--- src/rtl/cmt_pkg.sv ---
package cmt_pkg;
    // address map (byte offsets)
    localparam int unsigned START_OFS  = 0;
    localparam int unsigned SUB_CTRL   = 4'h0;
    localparam int unsigned SUB_CNT    = 4'h4;
    localparam int unsigned SUB_CMP    = 4'h8;
    localparam int unsigned BLK_SHIFT  = 4;
    // control register bit positions
    localparam int unsigned BIT_FLAG   = 0;
    localparam int unsigned BIT_IE     = 1;
    localparam int unsigned BIT_ME     = 2;
    localparam int unsigned CTRL_W     = 3;
    // synchroniser depth for counter writes
    localparam int unsigned SYNC_DEPTH = 2;
endpackage

--- src/rtl/tmr_wsync.sv ---
module tmr_wsync #(
    parameter int unsigned CW = 16
) (
    input  logic          clk,
    input  logic          rst_n,
    input  logic          wr,
    input  logic [CW-1:0] wdata,
    output logic          load,
    output logic [CW-1:0] load_val
);
    import cmt_pkg::*;

    typedef struct packed {
        logic [CW-1:0]         hold;
        logic [SYNC_DEPTH-1:0] sync;
    } st_t;

    st_t st_d, st_q;

    always_comb begin
        st_d      = st_q;
        st_d.sync = {st_q.sync[SYNC_DEPTH-2:0], wr};
        if (wr) st_d.hold = wdata;
    end

    always_ff @(posedge clk) begin
        if (!rst_n) st_q <= '0;
        else        st_q <= st_d;
    end

    assign load     = st_q.sync[SYNC_DEPTH-1];
    assign load_val = st_q.hold;


    sync_lat_chk: assert property (@(posedge clk) disable iff (!rst_n)
        wr |=> ##1 load);
endmodule

--- src/rtl/tmr_channel.sv ---
module tmr_channel #(
    parameter int unsigned CW = 16
) (
    input  logic                       clk,
    input  logic                       rst_n,
    input  logic                       run,
    input  logic                       tick,
    input  logic                       wr_ctrl,
    input  logic                       wr_cnt,
    input  logic                       wr_cmp,
    input  logic [CW-1:0]              wdata,
    output logic [CW-1:0]              cnt,
    output logic [CW-1:0]              cmp,
    output logic [cmt_pkg::CTRL_W-1:0] ctrl,
    output logic                       irq
);
    import cmt_pkg::*;

    typedef struct packed {
        logic [CW-1:0] cnt;
        logic [CW-1:0] cmp;
        logic          flag;
        logic          ie;
        logic          me;
    } st_t;

    st_t           st_d, st_q;
    logic          load;
    logic [CW-1:0] load_val;
    logic          match_now;

    tmr_wsync #(.CW(CW)) u_sync (
        .clk      (clk),
        .rst_n    (rst_n),
        .wr       (wr_cnt),
        .wdata    (wdata),
        .load     (load),
        .load_val (load_val)
    );

    always_comb begin
        match_now = run && tick && st_q.me && (st_q.cnt == st_q.cmp) && !load;
        st_d      = st_q;
        if (load)
            st_d.cnt = load_val;
        else if (run && tick)
            st_d.cnt = match_now ? '0 : st_q.cnt + 1'b1;
        if (wr_cmp)
            st_d.cmp = wdata;
        if (wr_ctrl) begin
            st_d.ie   = wdata[BIT_IE];
            st_d.me   = wdata[BIT_ME];
            st_d.flag = st_q.flag & wdata[BIT_FLAG];
        end
        if (match_now)
            st_d.flag = 1'b1;
    end

    always_ff @(posedge clk) begin
        if (!rst_n) begin
            st_q      <= '0;
            st_q.cmp  <= '1;
        end else begin
            st_q <= st_d;
        end
    end

    assign cnt  = st_q.cnt;
    assign cmp  = st_q.cmp;
    assign ctrl = {st_q.me, st_q.ie, st_q.flag};
    assign irq  = st_q.flag && st_q.ie;


    step_chk: assert property (@(posedge clk) disable iff (!rst_n)
        (run && tick && !load && !match_now) |=> st_q.cnt == CW'($past(st_q.cnt) + 1'b1));

    hold_chk: assert property (@(posedge clk) disable iff (!rst_n)
        (!(run && tick) && !load) |=> $stable(st_q.cnt));

    match_chk: assert property (@(posedge clk) disable iff (!rst_n)
        match_now |=> (st_q.cnt == '0) && st_q.flag);

    clr_chk: assert property (@(posedge clk) disable iff (!rst_n)
        (wr_ctrl && !wdata[BIT_FLAG] && !match_now) |=> !st_q.flag);

    load_chk: assert property (@(posedge clk) disable iff (!rst_n)
        load |=> st_q.cnt == $past(load_val));
endmodule

--- src/rtl/cmt_timer.sv ---
module cmt_timer #(
    parameter int unsigned NCH = 2,
    parameter int unsigned CW  = 16,
    parameter int unsigned AW  = 8
) (
    input  logic           clk,
    input  logic           rst_n,
    input  logic           cnt_tick,
    input  logic           bus_wr,
    input  logic [AW-1:0]  bus_addr,
    input  logic [CW-1:0]  bus_wdata,
    output logic [CW-1:0]  bus_rdata,
    output logic [NCH-1:0] irq
);
    import cmt_pkg::*;

    localparam int unsigned BLKW = AW - BLK_SHIFT;

    typedef struct packed {
        logic [NCH-1:0] run;
    } top_st_t;

    top_st_t             st_d, st_q;
    logic [BLKW-1:0]     blk;
    logic [3:0]          sub;
    logic                wr_start;
    logic [CW-1:0]       cnt_a  [NCH];
    logic [CW-1:0]       cmp_a  [NCH];
    logic [CTRL_W-1:0]   ctrl_a [NCH];

    assign blk      = bus_addr[AW-1:BLK_SHIFT];
    assign sub      = bus_addr[BLK_SHIFT-1:0];
    assign wr_start = bus_wr && (bus_addr == AW'(START_OFS));

    always_comb begin
        st_d = st_q;
        if (wr_start) st_d.run = bus_wdata[NCH-1:0];
    end

    always_ff @(posedge clk) begin
        if (!rst_n) st_q <= '0;
        else        st_q <= st_d;
    end

    for (genvar i = 0; i < NCH; i++) begin : g_ch
        localparam logic [BLKW-1:0] MY_BLK = BLKW'(i + 1);
        logic hit;
        assign hit = bus_wr && (blk == MY_BLK);

        tmr_channel #(.CW(CW)) u_ch (
            .clk     (clk),
            .rst_n   (rst_n),
            .run     (st_q.run[i]),
            .tick    (cnt_tick),
            .wr_ctrl (hit && (sub == 4'(SUB_CTRL))),
            .wr_cnt  (hit && (sub == 4'(SUB_CNT))),
            .wr_cmp  (hit && (sub == 4'(SUB_CMP))),
            .wdata   (bus_wdata),
            .cnt     (cnt_a[i]),
            .cmp     (cmp_a[i]),
            .ctrl    (ctrl_a[i]),
            .irq     (irq[i])
        );
    end

    always_comb begin
        bus_rdata = '0;
        if (bus_addr == AW'(START_OFS))
            bus_rdata = CW'(st_q.run);
        for (int i = 0; i < NCH; i++) begin
            if (blk == BLKW'(i + 1)) begin
                if (sub == 4'(SUB_CTRL)) bus_rdata = CW'(ctrl_a[i]);
                if (sub == 4'(SUB_CNT))  bus_rdata = cnt_a[i];
                if (sub == 4'(SUB_CMP))  bus_rdata = cmp_a[i];
            end
        end
    end


    start_wr_chk: assert property (@(posedge clk) disable iff (!rst_n)
        wr_start |=> st_q.run == $past(bus_wdata[NCH-1:0]));
endmodule

--- config.mk ---
export PLATFORM = sky130hd
export DESIGN_NAME = cmt_timer
export DESIGN_NICKNAME = d
export VERILOG_FILES = /design/src/rtl/cmt_pkg.sv /design/src/rtl/tmr_wsync.sv /design/src/rtl/tmr_channel.sv /design/src/rtl/cmt_timer.sv
export SDC_FILE = /design/constraint.sdc
export NUM_CORES = 1
export LEC_CHECK = 0
export BUFFER_PORTS_ARGS = -buffer_cell sky130_fd_sc_hd__buf_2
export CAP_MARGIN = 20
export CORE_MARGIN = 4
export CORE_UTILIZATION = 35
export DETAILED_ROUTE_END_ITERATION = 12
export SYNTH_ARGS = -nofsm -noshare
export SYNTH_HDL_FRONTEND = slang
export SYNTH_HIERARCHICAL = 1
export SYNTH_SLANG_ARGS = --single-unit
--- constraint.sdc ---
create_clock -name clk -period 5.51 [get_ports clk]
set_input_delay 0.2755 -clock clk [delete_from_list [all_inputs] [get_ports clk]]
set_output_delay 0.2755 -clock clk [all_outputs]
set_load 0.01 [all_outputs]
==> metrics.csv <==
stage;metric;value;unit
logic_synthesis;Seq/Total Area, Yosys;0.367;
final_layout;fin area;6490;µm²
drt;drt pass-1 iters;6;
grt;All-Layer GR Usage;0.179;
grt;GRT Residual Overflow;0;
power_and_ir_drop;total power;1.52;mW
timing;fin. max-slew vios;0;
timing;setup TNS;0;ps
drt;final wirelength;16500;µm
worst_setup_path;Worst R2R Start;g_ch[1].u_ch/u_sync/load;
worst_setup_path;Worst R2R End;g_ch[1].u_ch/cnt[8];
cts;CTS resizes;0;
timing;final worst path period share;0.468;
logic_synthesis;Yosys top cell area share;0.367;
timing;Clock Skew;6.38;ps
timing;RSZ-0062 raised after global routing;false;
final_layout;final non-filler cell total;922;
drt;Detailed Route Iter0 Violations;506;
worst_setup_path;crit end category;flip-flop;
worst_setup_path;crit path from;g_ch[1].u_ch/u_sync/load;
worst_setup_path;crit start category;flip-flop;
logic_synthesis;Mapped Cells;674;
cts;CTS Root Cell;clkbuf_16;
logic_synthesis;Mean Syn Cell Area;8.74;µm²
cts;htree depth;3;
timing;setup slack after layout;2930;ps
timing;fin crit period;2580;ps
floorplanning;row count;47;
logic_synthesis;distinct cell type count after synthesis;59;
floorplanning;Placeable Area;16500;µm²
floorplanning;DIE WIDTH;138;µm
worst_hold_path;Worst Hold Class;primary input to flip-flop;
place;Setup WS pre-CTS;2980;ps
job;Max-cap violations;0;
cts;Post-CTS Hold Fix Bufs;0;
place;Placed Cells;907;
worst_setup_path;CP endpoint;g_ch[1].u_ch/cnt[8];
place;Final HPWL DP;11900;µm
timing;Worst slew margin;0.279;
logic_synthesis;top cells by count, synth;108 x dfxtp_1, 89 x nand2_1, 75 x mux2i_1;
power_and_ir_drop;Leak Pwr;2.07;nW
cts;CTS sink cnt;108;
worst_setup_path;setup slack, reg-to-reg;2930;ps
floorplanning;Initial Util;0.356;
drt;via count;5004;
logic_synthesis;Ys Warns;6;
drt;Via density;5.43;
final_layout;share of cells above drive strength 1;0.123;
grt;largest net degree at the start of global routing;58;
worst_setup_path;FF-to-FF path depth;7;
logic_synthesis;Async S/R FF share, synth;0;
logic_synthesis;#FFs+latches synth;108;
place;dpl cell area;6210;µm²
floorplanning;die area;19000;µm²
drt;drt drc;0;
grt;initial antenna violation count;0;
logic_synthesis;Post-synth EDFFs;0;
cts;Clock Latency Late Sink;350;ps
worst_setup_path;critical path class;flip-flop to flip-flop;
cts;Post-CTS Setup Repair Bufs;0;
place;gp weighted congestion;0.830;
logic_synthesis;ys flop type;dfxtp_1;
timing;setup violators final;0;
drt;Routed Antenna Nets;0;
worst_setup_path;Critical Path RT;5750;ps
floorplanning;IO Pins;46;
logic_synthesis;area leader, netlist;dfxtp_1;
outcome;outcome;finished, final reports clean;
grt;number of global-route vias before repair;4652;
timing;f_max;388;MHz
worst_setup_path;Worst EP arrival;2820;ps
place;IO buf count;45;
final_layout;Final #Nets;728;
drt;WL/cell;17.9;µm
final_layout;P&R area growth vs syn;10.2;%
cts;clock slew at reported path FFs;70;ps
logic_synthesis;most instantiated library cell after synthesis;dfxtp_1;
final_layout;Antenna Diode Count;0;
floorplanning;die height;138;µm
timing;worst slew pin tran;1080;ps
logic_synthesis;area of the mapped netlist;5890;µm²
worst_setup_path;crit path max fanout;34;
power_and_ir_drop;Max VDD drop;0.000158;V
cts;TritonCTS Buffers;9;
grt;first-pass GRT wire length;26300;µm
cts;CTS tree;built;
power_and_ir_drop;pwr dens;234;nW/µm²
worst_hold_path;hold path start;bus_wdata[10];
logic_synthesis;syn nets;704;
timing;Fin. Hold Viols;0;
cts;CTS Buffer Depth;2;
logic_synthesis;Synth area leaders;dfxtp_1 37%, mux2i_1 13%, nand2_1 5.7%, a22oi_1 4.2%, xnor2_1 4.2%;
[cells in the final DEF (no fill, tap or decap), drive strengths merged, types with 13 or more instances in the layout]
cell	instances
a21oi	22
a221oi	16
a22oi	33
buf	51
clkbuf	13
dfxtp	108
mux2i	75
nand2	89
nand3	17
nor2	55
nor2b	34
nor3	15
o22ai	14
xnor2	28
xor2	13
[how the worst min path moves through the flow]
stage	end	slack [ps]	depth (start not counted)
after detailed placement	g_ch[0].u_ch/u_sync/load	420	1
after floorplan	g_ch[0].u_ch/cmp[10]	400	2
after CTS	g_ch[1].u_ch/cmp[10]	230	3
after global routing	g_ch[1].u_ch/cmp[6]	230	3
after global placement	g_ch[0].u_ch/u_sync/load	420	1
final	g_ch[1].u_ch/cmp[10]	230	3
[layer usage]
layer,GRT usage,wire length [µm],part of all wire
met5,0,0,0
met4,0.0494,205,0.012
met3,0.0289,782,0.047
met2,0.265,7070,0.43
met1,0.267,8420,0.51
[worst max-delay path, stage by stage, from the launching register on]
cell,delay (ps)
dfxtp_1,300
buf_4,220
nand3b_1,300
or4_1,570
nor3_2,270
a21oi_1,270
and3_1,260
o31a_1,260
[registers in the layout (all words and copies together), names as in the netlist]
| register | flops |
|---|---|
| g_ch.u_ch/cmp | 32 |
| g_ch.u_ch/cnt | 32 |
| g_ch.u_ch/u_sync/load_val | 32 |
| g_ch.u_ch/ctrl | 6 |
| g_ch.u_ch/u_sync/load | 2 |
| g_ch.u_ch/u_sync/st_d | 2 |
| st_q | 2 |
[per-stage QoR]
stage	util	hold slack [ps]
5_1_grt	0.393	235
3_3_place_gp	0.376	416
6_report	0.393	232
2_1_floorplan	-	403
4_1_cts	0.393	231
3_5_place_dp	0.376	421
[cells by family after synthesis]
family,count (synthesis),share of synthesized area
AND/OR/NAND/NOR,288,0.259
AO/OA/AOI/OAI,115,0.134
flip-flops,108,0.367
multiplexers,77,0.131
buffers and inverters,43,0.0436
XOR/XNOR,41,0.0610
adder cells (fa/ha/maj),2,0.00425
[layout make-up]
class | instances | area [µm²]
clock inverters | 2 | 35.0
repair buffers | 51 | 270
flip-flops and latches | 108 | 2160
inverters | 5 | 18.8
fillers | 1700 | 10000
well taps | 220 | 275
clock buffers | 13 | 250
multi-input cells | 523 | 3480
[power breakdown]
group / internal (mW) / switching (mW)
sequential: 0.784 / 0.00868
combinational: 0.0283 / 0.0514
clock: 0.363 / 0.281
No activity file was read; power rests on OpenSTA's default activity.
